[config.mk]
export PLATFORM = sky130hd
export DESIGN_NAME = fault_guard
export DESIGN_NICKNAME = d
export VERILOG_FILES = /design/src/rtl/fg_pkg.sv /design/src/rtl/fg_data.sv /design/src/rtl/fg_ctrl.sv /design/src/rtl/fault_guard.sv
export SDC_FILE = /design/constraint.sdc
export NUM_CORES = 1
export LEC_CHECK = 0
export BUFFER_PORTS_ARGS = -buffer_cell sky130_fd_sc_hd__buf_2
export CAP_MARGIN = 0
export CORE_ASPECT_RATIO = 1.75
export CORE_MARGIN = 8
export CORE_UTILIZATION = 25
export CTS_CLUSTER_DIAMETER = 40
export DETAILED_ROUTE_END_ITERATION = 10
export GPL_ROUTABILITY_DRIVEN = 0
export PLACE_DENSITY = 0.48
export SETUP_SLACK_MARGIN = 0.1
export SYNTH_ARGS = -nofsm -noshare
export SYNTH_HDL_FRONTEND = slang
export SYNTH_HIERARCHICAL = 1
export SYNTH_SLANG_ARGS = --single-unit
[constraint.sdc]
create_clock -name clk -period 2.5 [get_ports clk]
set_input_delay 0.25 -clock clk [delete_from_list [all_inputs] [get_ports clk]]
set_output_delay 0.25 -clock clk [all_outputs]
set_load 0.02 [all_outputs]
[src/rtl/fg_pkg.sv]
package fg_pkg;
  localparam int NREG = 3;

  typedef struct packed {
    logic [NREG-1:0] ocp;
    logic [NREG-1:0] uvp;
    logic [NREG-1:0] ovp;
    logic            ldo;
    logic            motor;
    logic            therm;
  } fg_faults_t;

  typedef struct packed {
    logic clrFlags;
    logic acceptRaw;
    logic pulseGo;
    logic pulseKill;
  } fg_strobe_t;
endpackage

[src/rtl/fg_data.sv]
module fg_data
  import fg_pkg::*;
#(
  parameter int unsigned CLK_HZ   = 50_000_000,
  parameter int unsigned PULSE_MS = 40,
  parameter logic [2:0]  REV_CODE = 3'b001,
  parameter logic [1:0]  DEV_CODE = 2'b01
) (
  input  logic       clk,
  input  logic       rstN,
  input  fg_faults_t raw,
  input  fg_strobe_t stb,
  input  logic [3:0] statusSel,
  output fg_faults_t flags,
  output logic       pulseBusy,
  output logic       statusOut
);
  localparam int unsigned PULSE_LEN = (CLK_HZ / 1000) * PULSE_MS;
  localparam int CW = $clog2(PULSE_LEN + 1);

  logic [CW-1:0] cnt;

  always_ff @(posedge clk or negedge rstN) begin
    if (!rstN) begin
      flags <= '0;
      cnt   <= '0;
    end else begin
      flags <= (stb.clrFlags ? '0 : flags) | (stb.acceptRaw ? raw : '0);
      if (stb.pulseKill)         cnt <= '0;
      else if (stb.pulseGo)      cnt <= CW'(PULSE_LEN);
      else if (cnt != '0)        cnt <= cnt - 1'b1;
    end
  end

  assign pulseBusy = (cnt != '0);

  logic [NREG-1:0] regAny;
  always_comb begin
    for (int i = 0; i < NREG; i++)
      regAny[i] = flags.ocp[i] | flags.uvp[i] | flags.ovp[i];
  end

  always_comb begin
    case (statusSel)
      4'd0:    statusOut = ~regAny[0];
      4'd1:    statusOut = ~regAny[1];
      4'd2:    statusOut = ~regAny[2];
      4'd3:    statusOut = ~((|flags.ocp) | flags.ldo);
      4'd4:    statusOut = ~(|flags.uvp);
      4'd5:    statusOut = ~(|flags.ovp);
      4'd6:    statusOut = ~flags.motor;
      4'd7:    statusOut = ~flags.therm;
      4'd8:    statusOut = REV_CODE[0];
      4'd9:    statusOut = REV_CODE[1];
      4'd10:   statusOut = REV_CODE[2];
      4'd11:   statusOut = DEV_CODE[0];
      4'd12:   statusOut = DEV_CODE[1];
      4'd14:   statusOut = ~flags.ldo;
      default: statusOut = 1'b1;
    endcase
  end


  pulse_start_chk: assert property (@(posedge clk) disable iff (!rstN)
    stb.pulseGo && !stb.pulseKill |=> pulseBusy);


  pulse_end_chk: assert property (@(posedge clk) disable iff (!rstN)
    cnt == CW'(1) && !stb.pulseGo && !stb.pulseKill |=> !pulseBusy);


  flag_hold_chk: assert property (@(posedge clk) disable iff (!rstN)
    flags.therm && !stb.clrFlags |=> flags.therm);
endmodule

[src/rtl/fg_ctrl.sv]
module fg_ctrl
  import fg_pkg::*;
(
  input  logic            clk,
  input  logic            rstN,
  input  logic            sleepN,
  input  logic            supplyLow,
  input  fg_faults_t      raw,
  input  fg_faults_t      flags,
  input  logic            pulseBusy,
  input  logic [1:0]      tsdCtl,
  input  logic            misdCtl,
  input  logic [NREG:0]   selMask,
  input  logic [NREG-1:0] regReq,
  input  logic            ldoReq,
  input  logic            motorReq,
  output fg_strobe_t      stb,
  output logic [NREG-1:0] regEn,
  output logic            ldoEn,
  output logic            motorEn,
  output logic            rstOutN
);
  logic            sleepPrev, hardOff, motorOff, ldoOff;
  logic [NREG-1:0] regOff, regRaw;
  logic            live, sleepRise, relOk;
  logic            thermHard, thermSoft, motHard, motSoft, regHard, anyHard;

  always_comb begin
    for (int i = 0; i < NREG; i++)
      regRaw[i] = raw.ocp[i] | raw.uvp[i] | raw.ovp[i];
  end

  assign live      = !supplyLow;
  assign thermHard = raw.therm && (tsdCtl == 2'b00 || tsdCtl == 2'b11);
  assign thermSoft = raw.therm && !thermHard;
  assign motHard   = raw.motor && misdCtl;
  assign motSoft   = raw.motor && !misdCtl;
  assign regHard   = (|(regRaw & ~selMask[NREG-1:0])) || (raw.ldo && !selMask[NREG]);
  assign anyHard   = thermHard || motHard || regHard;
  assign sleepRise = sleepN && !sleepPrev;
  assign relOk     = sleepRise && !hardOff;

  always_comb begin
    stb.pulseKill = supplyLow;
    stb.acceptRaw = live;
    stb.clrFlags  = supplyLow || relOk;
    stb.pulseGo   = live &&
                    ((raw.therm && !flags.therm && tsdCtl == 2'b10) ||
                     (raw.motor && !flags.motor && !misdCtl));
  end

  always_ff @(posedge clk or negedge rstN) begin
    if (!rstN) begin
      sleepPrev <= 1'b1;
      hardOff   <= 1'b0;
      motorOff  <= 1'b0;
      ldoOff    <= 1'b0;
      regOff    <= '0;
    end else begin
      sleepPrev <= sleepN;
      if (supplyLow) begin
        hardOff  <= 1'b0;
        motorOff <= 1'b0;
        ldoOff   <= 1'b0;
        regOff   <= '0;
      end else begin
        hardOff  <= hardOff | anyHard;
        motorOff <= (motorOff & ~relOk) | thermSoft | motSoft;
        ldoOff   <= (ldoOff & ~relOk) | (raw.ldo & selMask[NREG]);
        regOff   <= (regOff & ~{NREG{relOk}}) | (regRaw & selMask[NREG-1:0]);
      end
    end
  end

  logic shutAll;
  assign shutAll = hardOff || supplyLow;
  assign regEn   = regReq & ~regOff & ~{NREG{shutAll}};
  assign ldoEn   = ldoReq && !ldoOff && !shutAll;
  assign motorEn = motorReq && !motorOff && !shutAll;
  assign rstOutN = !(shutAll || pulseBusy);


  hard_hold_chk: assert property (@(posedge clk) disable iff (!rstN)
    hardOff && !supplyLow |=> hardOff);


  supply_clear_chk: assert property (@(posedge clk) disable iff (!rstN)
    supplyLow |=> !hardOff && !motorOff && !ldoOff && regOff == '0);


  soft_release_chk: assert property (@(posedge clk) disable iff (!rstN)
    relOk && !raw.therm && !raw.motor && regRaw == '0 && !raw.ldo
      |=> !motorOff && !ldoOff && regOff == '0);


  motor_gate_chk: assert property (@(posedge clk) disable iff (!rstN)
    (motorOff || hardOff) |-> !motorEn);
endmodule

[src/rtl/fault_guard.sv]
module fault_guard
  import fg_pkg::*;
#(
  parameter int unsigned CLK_HZ   = 50_000_000,
  parameter int unsigned PULSE_MS = 40,
  parameter logic [2:0]  REV_CODE = 3'b001,
  parameter logic [1:0]  DEV_CODE = 2'b01
) (
  input  logic            clk,
  input  logic            rstN,
  input  logic            sleepN,
  input  logic            supplyLow,
  input  logic            thermFault,
  input  logic            motorOc,
  input  logic [NREG-1:0] regOcp,
  input  logic [NREG-1:0] regUvp,
  input  logic [NREG-1:0] regOvp,
  input  logic            ldoFault,
  input  logic [1:0]      tsdCtl,
  input  logic            misdCtl,
  input  logic [NREG:0]   selMask,
  input  logic [NREG-1:0] regReq,
  input  logic            ldoReq,
  input  logic            motorReq,
  input  logic [3:0]      statusSel,
  output logic [NREG-1:0] regEn,
  output logic            ldoEn,
  output logic            motorEn,
  output logic            rstOutN,
  output logic            statusOut
);
  fg_faults_t raw, flags;
  fg_strobe_t stb;
  logic       pulseBusy;

  assign raw = '{ocp: regOcp, uvp: regUvp, ovp: regOvp,
                 ldo: ldoFault, motor: motorOc, therm: thermFault};

  fg_ctrl u_ctrl (
    .clk(clk), .rstN(rstN), .sleepN(sleepN), .supplyLow(supplyLow),
    .raw(raw), .flags(flags), .pulseBusy(pulseBusy),
    .tsdCtl(tsdCtl), .misdCtl(misdCtl), .selMask(selMask),
    .regReq(regReq), .ldoReq(ldoReq), .motorReq(motorReq),
    .stb(stb), .regEn(regEn), .ldoEn(ldoEn), .motorEn(motorEn),
    .rstOutN(rstOutN)
  );

  fg_data #(.CLK_HZ(CLK_HZ), .PULSE_MS(PULSE_MS),
            .REV_CODE(REV_CODE), .DEV_CODE(DEV_CODE)) u_data (
    .clk(clk), .rstN(rstN), .raw(raw), .stb(stb), .statusSel(statusSel),
    .flags(flags), .pulseBusy(pulseBusy), .statusOut(statusOut)
  );
endmodule

==> flow_metrics.py <==
metrics = {
    "outcome": {
        "status": "complete, no violations",
    },
    "drt": {
        "num_vias": 2149,
        "drc": 0,
        "dr.pass1.iters": 5,
        "wl_microns": 7090,
        "wl_per_cell_microns": 16.8,
        "vias_per_cell": 5.10,
        "drt_iter0_markers": 87,
        "detail-route-antenna-nets": 0,
    },
    "cells_and_area": {
        "area_growth_pct": 22.5,
        "insertedDiodeCount": 0,
        "final_cell_mix": "39 x dfrtp_1, 37 x buf_2, 31 x nand2_1",
        "fillers": 1019,
        "drive_above_1_share_pct": 25.8,
        "multi_input_area_sq_um": 1220,
        "final_common_cell": "dfrtp_1",
        "regArea_sq_um": 1000,
        "fin_nets": 333,
        "fin_util_pct": 31.1,
    },
    "placed_design": {
        "post-place-ws_ps": 202,
        "dpl.hpwl_microns": 5380,
        "portBuffers": 38,
    },
    "cts": {
        "cts_tree": "done",
        "clock_sinks": 40,
        "clockBufferDepth": 2,
        "cts_made_buffers": 5,
        "worstSkewPairLatency_ps": 280,
        "cts-htree-levels": 2,
        "clk_pin_slew_worst_paths_ps": 60,
        "clockRootBuffer": "clkbuf_16",
        "hold_buffers": 0,
    },
    "global_routing": {
        "grt_max_degree": 41,
        "antenna_found_initial": 0,
        "grt_pass1_wl_microns": 11000,
        "grt_pass1_vias": 2142,
        "overflow": 0,
        "track_usage_pct": 11.4,
    },
    "synthesis": {
        "syn_nets": 292,
        "synth_edf_count": 0,
        "synthesis.area_sq_um": 2360,
        "synth_fa_ha_area_share_pct": 1.59,
        "synth_top_family_by_area": "simple AND/OR/NAND/NOR gates",
        "syn_inst": 257,
        "synth-main-ff-cell": "dfrtp_1",
        "synth_xor_area_share_pct": 0.372,
        "synth-async-reset-ratio_pct": 100,
        "synth-seq-cells": 40,
        "ys_types": 55,
        "synth_compound_area_share_pct": 20.8,
        "yosysWarningCount": 6,
        "syn_avg_cell_area_sq_um": 9.17,
        "seq_area_frac_synth_pct": 42.5,
        "synth-simple-area-share_pct": 25.7,
        "synth_mux_area_share_pct": 2.12,
    },
    "sta": {
        "fmaxAchievable_ghz": 0.430,
        "fin_crit_ps": 2330,
        "rsz0062_at_grt": "false",
        "finalClockSkew_ps": 3.60,
        "tns_ps": 0,
        "maxSlewHeadroom_pct": 35.9,
        "finalWorstSetupSlack_ps": 172,
        "hold_viol_final": 0,
        "period_share_pct": 93.1,
        "slew_violations": 0,
        "worst-slew-pin-transition_ps": 961,
        "final-setup-viol-count": 0,
    },
    "setup_path": {
        "r2r_start": "u_data/cnt[1]",
        "worst_setup_path_end_kind": "flop",
        "arrival_ps": 2470,
        "r2r_cells": 7,
        "criticalPathCategory": "reg2reg",
        "worstPathRequired_ps": 2640,
        "rrSetupSlack_ps": 170,
        "critical_path.max_fanout": 10,
        "r2r_end": "u_data/cnt[15]",
        "start_kind": "flop",
    },
    "floorplanning": {
        "die_h_microns": 144,
        "dieArea_sq_um": 12900,
        "die_x_microns": 89.4,
        "pin_count": 39,
        "core_area_sq_um": 9290,
        "start_util_pct": 25.4,
        "rows": 47,
    },
    "worst_hold_path": {
        "hp-start": "sleepN",
        "holdPathEnd": "u_ctrl/sleepPrev",
        "min_path_type": "in2reg",
        "hold_depth": 1,
    },
    "power": {
        "vdd_drop_max_uv": 318,
        "power_density_nw_per_um2": 1150,
        "p_leak_nw": 1.24,
    },
    "flow_run": {
        "max_cap_violations": 0,
    },
}
-- routing by layer --
| layer | up-vias | wire length [microns] | global-route usage, % |
|---|---|---|---|
| li1 | 1032 | - | - |
| met1 | 1051 | 2530 | 10.6 |
| met2 | 54 | 4050 | 21.9 |
| met3 | 12 | 361 | 2.50 |
| met4 | 0 | 143 | 5.56 |
| met5 | - | 0 | 0 |
-- registers in the layout (all words and copies together), names as in the netlist --
register	flops
u_ctrl/motorOff	1
u_ctrl/hardOff	1
u_data/cnt	21
u_ctrl/regOff	3
u_data/flags	12
u_ctrl/sleepPrev	1
u_ctrl/ldoOff	1
-- report_power, final --
part | total, mW | switching (mW) | internal, mW | leakage [nW]
clock network | 0.722 | 0.253 | 0.469 | 0.0808
registers | 1.04 | 0.228 | 0.807 | 0.515
logic | 1.57 | 0.925 | 0.647 | 0.649
-- kinds of logic after synthesis --
family	after synthesis
XOR/XNOR	1
multiplexers	5
flip-flops	40
buffers and inverters	35
AND/OR/NAND/NOR	102
adder cells (fa/ha/maj)	3
AO/OA/AOI/OAI	71
-- Yosys cell counts, types with 2 or more instances --
library cell / number / share of area, %
ha_1: 3 / 1.6
nor2_1: 9 / 1.4
nor4_1: 8 / 2.1
nor4_2: 3 / 1.6
buf_4: 2 / 0.64
a21oi_1: 15 / 3.2
nor3b_2: 5 / 2.7
clkbuf_1: 7 / 1.1
a22o_1: 2 / 0.74
or4_1: 5 / 1.6
nor4b_1: 2 / 0.74
a2111oi_0: 2 / 0.74
nor2b_1: 3 / 0.80
o22ai_1: 3 / 0.80
or3_1: 8 / 2.1
a211oi_1: 5 / 1.6
nand2b_1: 3 / 0.80
or4_4: 2 / 0.96
buf_6: 3 / 1.4
nand3_1: 3 / 0.64
dfrtp_1: 39 / 41
o21ai_0: 14 / 3.0
o31ai_1: 8 / 2.5
o41ai_1: 2 / 0.74
o2bb2ai_1: 3 / 1.1
o21ai_1: 4 / 0.85
nor3_1: 12 / 2.5
inv_1: 21 / 3.3
mux2i_1: 5 / 2.1
nand2_1: 31 / 4.9
-- how the worst max path moves through the flow --
stage / startpoint / endpoint / slack (ps) / cells past startpoint
4_1_cts: u_data/cnt[0] / rstOutN / 100 / 7
2_1_floorplan: u_data/cnt[0] / rstOutN / 270 / 7
3_3_place_gp: u_data/cnt[0] / u_data/cnt[15] / 260 / 6
3_5_place_dp: u_data/cnt[0] / u_data/cnt[15] / 200 / 6
6_report: u_data/cnt[1] / u_data/cnt[15] / 170 / 7
5_1_grt: u_data/cnt[1] / rstOutN / 100 / 7
-- per-stage QoR --
stage	cell area, sq um	std cells	power (mW)	hold slack [ps]
2_1_floorplan	2360	257	2.12	-45.6
4_1_cts	2830	417	3.26	68.9
3_3_place_gp	2660	409	2.48	376
5_1_grt	2890	421	3.57	63.3
3_5_place_dp	2660	409	2.49	376
6_report	2890	421	3.33	78.8
-- layout make-up --
type	instances	share of cell area, %
multi-input cells	182	42.3
flip-flops and latches	40	34.7
repair buffers	48	9.28
well taps	122	5.29
clock buffers	6	4.46
inverters	21	2.73
clock inverters	2	1.21
-- worst max-delay path: stages (launching register included) --
cell,delay (ps)
dfrtp_1,390
inv_1,120
ha_4,140
or4b_4,470
buf_4,160
or4_4,590
o31ai_4,250
a311oi_1,70
-- timing repair --
| action | 4_1_cts | 5_1_grt |
|---|---|---|
| setup endpoints to repair | 1 | 1 |
| cloned | 0 | 0 |
| buffers inserted | 0 | 4 |
| pin swaps | 1 | 4 |
| resized for setup | 1 | 6 |
No activity file was read; power rests on OpenSTA's default activity.
